--- config.mk ---
export PLATFORM = sky130hd
export DESIGN_NAME = gpio_altport
export DESIGN_NICKNAME = d
export VERILOG_FILES = /design/src/rtl/gpio_altport_pkg.sv /design/src/rtl/gpio_sync.sv /design/src/rtl/gpio_regs.sv /design/src/rtl/gpio_outmux.sv /design/src/rtl/gpio_capture.sv /design/src/rtl/gpio_altport.sv
export SDC_FILE = /design/constraint.sdc
export NUM_CORES = 1
export LEC_CHECK = 0
export ABC_CLOCK_PERIOD_IN_PS = 1100
export BUFFER_PORTS_ARGS = -buffer_cell sky130_fd_sc_hd__buf_2
export CORE_MARGIN = 1.5
export CORE_UTILIZATION = 35
export CTS_CLUSTER_SIZE = 40
export DETAILED_ROUTE_END_ITERATION = 8
export SETUP_SLACK_MARGIN = 0.3
export SLEW_MARGIN = 20
export SYNTH_ARGS = -nofsm -noshare
export SYNTH_HDL_FRONTEND = slang
export SYNTH_SLANG_ARGS = --single-unit
--- constraint.sdc ---
create_clock -name clk -period 1.1 [get_ports clk]
set_input_delay 0.22 -clock clk [delete_from_list [all_inputs] [get_ports clk]]
set_output_delay 0.22 -clock clk [all_outputs]
set_load 0.05 [all_outputs]
--- src/rtl/gpio_altport_pkg.sv ---
package gpio_altport_pkg;

   typedef enum logic [1:0] {
      REG_LATCH = 2'd0,
      REG_DIR   = 2'd1,
      REG_ODC   = 2'd2,
      REG_EDGE  = 2'd3
   } reg_sel_e;

   typedef enum logic [1:0] {
      EDGE_OFF  = 2'b00,
      EDGE_RISE = 2'b01,
      EDGE_FALL = 2'b10,
      EDGE_BOTH = 2'b11
   } edge_mode_e;

   // true when the transition prev->cur matches the mode
   function automatic logic edge_hit(logic [1:0] mode, logic prev, logic cur);
      return (mode[0] & ~prev & cur) | (mode[1] & prev & ~cur);
   endfunction

endpackage

--- src/rtl/gpio_sync.sv ---
module gpio_sync #(
   parameter int WIDTH  = 8,
   parameter int STAGES = 2
) (
   input  logic             clk,
   input  logic             rst_n,
   input  logic [WIDTH-1:0] d_in,
   output logic [WIDTH-1:0] d_out
);

   logic [STAGES-1:0][WIDTH-1:0] chain_q;

   generate
      genvar s;
      for (s = 0; s < STAGES; s++) begin : g_stage
         if (s == 0) begin : g_first
            always_ff @(posedge clk) begin
               if (!rst_n) chain_q[0] <= '0;
               else        chain_q[0] <= d_in;
            end
         end else begin : g_next
            always_ff @(posedge clk) begin
               if (!rst_n) chain_q[s] <= '0;
               else        chain_q[s] <= chain_q[s-1];
            end
         end
      end
   endgenerate

   assign d_out = chain_q[STAGES-1];

endmodule

--- src/rtl/gpio_regs.sv ---
module gpio_regs
   import gpio_altport_pkg::*;
#(
   parameter int WIDTH = 8,
   parameter int ECW   = 8
) (
   input  logic             clk,
   input  logic             rst_n,
   input  logic             wr_en,
   input  logic [1:0]       sel,
   input  logic [WIDTH-1:0] wdata,
   input  logic [WIDTH-1:0] pin_sync,
   output logic [WIDTH-1:0] latch_q,
   output logic [WIDTH-1:0] dir_q,
   output logic [WIDTH-1:0] odc_q,
   output logic [ECW-1:0]   edge_q,
   output logic [WIDTH-1:0] rdata
);

   reg_sel_e sel_e;
   assign sel_e = reg_sel_e'(sel);

   always_ff @(posedge clk) begin
      if (!rst_n) begin
         latch_q <= '0;
         dir_q   <= '0;
         odc_q   <= '0;
         edge_q  <= '0;
      end else if (wr_en) begin
         case (sel_e)
            REG_LATCH: latch_q <= wdata;
            REG_DIR:   dir_q   <= wdata;
            REG_ODC:   odc_q   <= wdata;
            REG_EDGE:  edge_q  <= wdata[ECW-1:0];
            default:   ;
         endcase
      end
   end

   logic [WIDTH-1:0] edge_wide;
   generate
      if (ECW < WIDTH) begin : g_pad
         assign edge_wide = {{(WIDTH-ECW){1'b0}}, edge_q};
      end else begin : g_full
         assign edge_wide = edge_q;
      end
   endgenerate

   always_comb begin
      case (sel_e)
         REG_LATCH: rdata = (latch_q & dir_q) | (pin_sync & ~dir_q);
         REG_DIR:   rdata = dir_q;
         REG_ODC:   rdata = odc_q;
         REG_EDGE:  rdata = edge_wide;
         default:   rdata = '0;
      endcase
   end


   dir_write_chk: assert property (@(posedge clk) disable iff (!rst_n)
      (wr_en && sel == 2'd1) |=> (dir_q == $past(wdata)));


   odc_hold_chk: assert property (@(posedge clk) disable iff (!rst_n)
      (!wr_en) |=> $stable(odc_q));

endmodule

--- src/rtl/gpio_outmux.sv ---
module gpio_outmux #(
   parameter int NLINES = 8,
   parameter int NPWM   = 4
) (
   input  logic [NLINES-1:0]      latch_q,
   input  logic [NLINES-1:0]      dir_q,
   input  logic [NLINES-1:0]      odc_q,
   input  logic [NPWM-1:0]        pwm_out,
   input  logic [NPWM-1:0]        pwm_en,
   input  logic [NLINES-NPWM-1:0] cmp_out,
   input  logic [NLINES-NPWM-1:0] cmp_en,
   output logic [NLINES-1:0]      pad_out,
   output logic [NLINES-1:0]      pad_oe
);

   logic [NLINES-1:0] line_val;

   generate
      genvar i;
      for (i = 0; i < NLINES; i++) begin : g_line
         if (i < NPWM) begin : g_xor
            assign line_val[i] = latch_q[i] ^ (pwm_out[i] & pwm_en[i]);
         end else begin : g_and
            assign line_val[i] = cmp_en[i-NPWM] ? (latch_q[i] & cmp_out[i-NPWM])
                                                : latch_q[i];
         end
         // open drain: drive only a low level
         assign pad_oe[i]  = dir_q[i] & ~(odc_q[i] & line_val[i]);
         assign pad_out[i] = line_val[i];
      end
   endgenerate

endmodule

--- src/rtl/gpio_capture.sv ---
module gpio_capture
   import gpio_altport_pkg::*;
#(
   parameter int NCAP = 4,
   parameter int DIV  = 8
) (
   input  logic            clk,
   input  logic            rst_n,
   input  logic [NCAP-1:0] cap_sync,
   input  logic [2*NCAP-1:0] edge_cfg,
   output logic [NCAP-1:0] cap_evt
);

   localparam int CW = (DIV > 1) ? $clog2(DIV) : 1;

   logic [CW-1:0]   cnt_q;
   logic            tick;
   logic [NCAP-1:0] samp_q;

   assign tick = (cnt_q == CW'(DIV - 1));

   always_ff @(posedge clk) begin
      if (!rst_n)    cnt_q <= '0;
      else if (tick) cnt_q <= '0;
      else           cnt_q <= cnt_q + 1'b1;
   end

   generate
      genvar k;
      for (k = 0; k < NCAP; k++) begin : g_cap
         always_ff @(posedge clk) begin
            if (!rst_n) begin
               samp_q[k]  <= 1'b0;
               cap_evt[k] <= 1'b0;
            end else begin
               cap_evt[k] <= tick & edge_hit(edge_cfg[2*k +: 2], samp_q[k], cap_sync[k]);
               if (tick) samp_q[k] <= cap_sync[k];
            end
         end
      end
   endgenerate


   evt_pulse_chk: assert property (@(posedge clk) disable iff (!rst_n)
      (cap_evt != '0) |=> (cap_evt == '0));


   evt_tick_chk: assert property (@(posedge clk) disable iff (!rst_n)
      (cap_evt != '0) |-> $past(tick));

endmodule

--- src/rtl/gpio_altport.sv ---
module gpio_altport
   import gpio_altport_pkg::*;
#(
   parameter int NLINES      = 8,
   parameter int NPWM        = 4,
   parameter int NCAP        = 4,
   parameter int SAMPLE_DIV  = 8,
   parameter int SYNC_STAGES = 2
) (
   input  logic              clk,
   input  logic              rst_n,
   input  logic              wr_en,
   input  logic [1:0]        sel,
   input  logic [NLINES-1:0] wdata,
   output logic [NLINES-1:0] rdata,
   input  logic [NLINES-1:0] pin_in,
   input  logic [NPWM-1:0]   pwm_out,
   input  logic [NPWM-1:0]   pwm_en,
   input  logic [NCAP-1:0]   cmp_out,
   input  logic [NCAP-1:0]   cmp_en,
   output logic [NLINES-1:0] pad_out,
   output logic [NLINES-1:0] pad_oe,
   output logic [NCAP-1:0]   cap_evt
);

   localparam int ECW = 2 * NCAP;

   generate
      if (NLINES != NPWM + NCAP) begin : g_bad_split
         $error("line count must equal pwm lines plus capture lines");
      end
      if (ECW > NLINES) begin : g_bad_edge
         $error("edge register does not fit the data width");
      end
      if (SAMPLE_DIV < 2) begin : g_bad_div
         $error("sample divider must be at least 2");
      end
      if (SYNC_STAGES < 1) begin : g_bad_sync
         $error("at least one synchroniser stage is needed");
      end
   endgenerate

   logic [NLINES-1:0] pin_sync;
   logic [NLINES-1:0] latch_q, dir_q, odc_q;
   logic [ECW-1:0]    edge_q;

   gpio_sync #(.WIDTH(NLINES), .STAGES(SYNC_STAGES)) u_sync (
      .clk   (clk),
      .rst_n (rst_n),
      .d_in  (pin_in),
      .d_out (pin_sync)
   );

   gpio_regs #(.WIDTH(NLINES), .ECW(ECW)) u_regs (
      .clk      (clk),
      .rst_n    (rst_n),
      .wr_en    (wr_en),
      .sel      (sel),
      .wdata    (wdata),
      .pin_sync (pin_sync),
      .latch_q  (latch_q),
      .dir_q    (dir_q),
      .odc_q    (odc_q),
      .edge_q   (edge_q),
      .rdata    (rdata)
   );

   gpio_outmux #(.NLINES(NLINES), .NPWM(NPWM)) u_mux (
      .latch_q (latch_q),
      .dir_q   (dir_q),
      .odc_q   (odc_q),
      .pwm_out (pwm_out),
      .pwm_en  (pwm_en),
      .cmp_out (cmp_out),
      .cmp_en  (cmp_en),
      .pad_out (pad_out),
      .pad_oe  (pad_oe)
   );

   gpio_capture #(.NCAP(NCAP), .DIV(SAMPLE_DIV)) u_cap (
      .clk      (clk),
      .rst_n    (rst_n),
      .cap_sync (pin_sync[NLINES-1:NPWM]),
      .edge_cfg (edge_q),
      .cap_evt  (cap_evt)
   );


   oe_dir_chk: assert property (@(posedge clk) disable iff (!rst_n)
      ((pad_oe & ~dir_q) == '0));


   od_low_chk: assert property (@(posedge clk) disable iff (!rst_n)
      ((pad_oe & odc_q & pad_out) == '0));


   pwm_off_chk: assert property (@(posedge clk) disable iff (!rst_n)
      (((pad_out[NPWM-1:0] ^ latch_q[NPWM-1:0]) & ~pwm_en) == '0));


   reset_idle_chk: assert property (@(posedge clk)
      (!rst_n) |=> (pad_oe == '0 && cap_evt == '0));

endmodule

==> reports/qor.txt <==
Initial DRC count -> 69
Synth cell count leaders -> dfxtp_1, mux2i_1, nor2b_1
Final setup violation count -> 24
Nets -> 408
IO buf count -> 64
CTS tree -> done
Vias in the first global route -> 2198
Count leader, synth -> dfxtp_1
Core footprint -> 0.007214 mm^2
Number of routed nets with antenna violations -> 0
Final Critical Period -> 1631 ps
Worst path arrival time -> 1410 ps
Skew-Pair Late Insertion Delay -> 330 ps
FF+latch area -> 0.001206 mm^2
Mapped Area -> 0.002594 mm^2
Pin count of the biggest net entering global routing -> 32
Clock transition at the registers of the reported paths -> 70 ps
Starting Density -> 35.95%
Diode count -> 0
Total CTS buffers -> 9
Synth Register Bits -> 59
Critical path class -> reg -> out
Yosys warnings -> 0
Final worst setup slack -> -530.6 ps
Outcome -> finished, violations left
Multi-input gate area -> 0.001743 mm^2
Post-Syn Nets -> 292
CTS Hold Bufs -> 0
Die width -> 89.09 um
Placed cells -> 450
Final period utilization -> 148.2%
Met2 Use GR -> 28.57%
Peak supply drop -> 0.8333 mV
Synth area leaders -> dfxtp_1, mux2i_1, nor2b_1, and2_1, a21boi_0
Worst-Margin Slew -> 473.2 ps
Die Height -> 89.09 um
GRT Resource Usage Total -> 17.20%
Max transition margin -> 68.36%
Final GP Congestion -> 0.7339
DRC -> 0
Syn Area/Cell -> 10.25 um^2
Pwr dens -> 1232 mW/mm^2
Type of origin of the critical path -> flip-flop
Share of post-route cells with drive strength above 1 -> 55.76%
M3 GR Usage -> 3.324%
Place WS -> -398.7 ps
Die ar. -> 0.007936 mm^2
Critical Path RT -> 880 ps
Synth cell types -> 27
Most Crowded Layer GR -> met2
Root buffer cell -> clkbuf_8
Post-Layout Cell Count -> 472
Post-route setup TNS -> -7877 ps
Peak fanout along the critical path -> 3
Post-Route WL -> 6122 um
Vias -> 2147
Ys async rst share -> 0%
Seq/Total Area, Yosys -> 45.54%
Met1 GRT Util -> 21.56%
Maxcap violations -> 0
Via density -> 4.549
Total gr overflow -> 0
Max Fclk -> 0.6133 GHz
Initial DRT Pass Iterations -> 2
Area share of the largest cell type after synthesis -> 45.54%
DR WL/cell -> 12.97 um
Failing checks -> setup timing
Number of synthesized flops with an enable pin -> 0
Mapped Cells -> 253
Synth Flop Type -> dfxtp_1
Layout fillers -> 619
Clock buffer depth -> 2
Fin. Hold Viols -> 0
IO Pins -> 65
First-pass GRT wire length -> 10250 um
# rows -> 31
Hold crit path type -> in -> reg
Clk sinks -> 59
Clock Skew -> 5.846 ps
Placed wire-length estimate -> 4394 um
Number of H-tree levels -> 3
Area Overhead vs Synth -> 70.24%
Pins Over Slew Limit -> 0
Unrepaired setup endpoints after global routing -> true
Critical path endpoint category -> output port
Leak pwr -> 1.903 nW
Post-Route Utilization -> 61.20%
Initial antenna violation count -> 0
Cell accounting for the most synthesized area -> dfxtp_1
==> what timing repair did <==
| action | 4_1_cts | 5_1_grt |
|---|---|---|
| gates resized for setup | 85 | 10 |
| endpoints found under the hold margin | 0 | 0 |
| setup buffers | 2 | 5 |
| setup endpoints to repair | 71 | 64 |
| pin swaps | 14 | 7 |
==> per-stage QoR <==
step | total power, mW | hold slack [ps] | instance area [um^2]
CTS | 5.492 | 71.43 | 4337
global placement | 3.190 | 415.4 | 3829
global route | 5.698 | 74.36 | 4415
detailed placement | 3.205 | 419.9 | 3829
floorplan | 2.902 | 347.3 | 3063
finish | 5.438 | 87.28 | 4415
==> area by class of cell <==
cell class	count	share of cell area (%)
inverters	4	0.3400
well taps	99	2.805
flip-flops and latches	59	27.32
clock inverters	5	1.757
multi-input cells	175	39.47
repair buffers	120	25.19
clock buffers	10	3.117
==> power breakdown <==
part	total, mW	switching (mW)	leakage, nW	internal, mW
clock network	2.16	0.839	0.108	1.32
logic	1.02	0.509	1.30	0.511
registers	2.26	0.0449	0.491	2.22
==> cell families after synthesis <==
| kind of cell | synth area share (%) |
|---|---|
| compound gates | 8.635 |
| simple gates | 22.91 |
| buf+inv | 4.389 |
| fa+ha+maj | 0.9646 |
| xor+xnor | 1.351 |
| flops | 45.54 |
| mux | 16.21 |
==> layout by cell type, fill, tap and decap left out, drive strengths merged, types with 5 or more instances in the layout <==
| cell | count |
|---|---|
| buf | 120 |
| dfxtp | 59 |
| and2 | 16 |
| nand3b | 11 |
| nor3 | 5 |
| a21boi | 13 |
| a21oi | 11 |
| nand2 | 8 |
| nor2b | 37 |
| clkbuf | 10 |
| o21a | 6 |
| mux2i | 42 |
| nor3b | 8 |
==> per-layer routing <==
metal  up-vias  share of wire (%)
met5         -                  0
met4         0                1.7
met3         7                3.3
met2        41                 49
met1      1003                 46
li1       1096                  -
==> worst paths after layout <==
kind | from | endpoint | slack [ps] | depth (start not counted)
worst max-delay path | u_regs.dir_q[2] | rdata[2] | -530 | 4
worst min-delay path | pin_in[7] | u_sync.chain_q[7] | 90 | 2
worst max register to register | u_cap.cnt_q[0] | u_cap.samp_q[2] | 60 | 4
worst min register to register | u_sync.chain_q[4] | u_sync.d_out[4] | 430 | 1
==> critical path, cell delays in order (launching register included) <==
cell and delay [ps]:
dfxtp_2 340, or3b_4 380, a21oi_4 150, nor2_4 50
buf_6 160
==> registers in the layout, indices dropped and copies added, names as in the netlist <==
name	count
u_regs.dir_q	8
u_regs.edge_q	8
u_regs.latch_q	8
u_regs.odc_q	8
u_sync.chain_q	8
u_sync.d_out	8
u_cap.cap_evt	4
u_cap.samp_q	4
u_cap.cnt_q	3
Power figures use the tool's default switching activity.
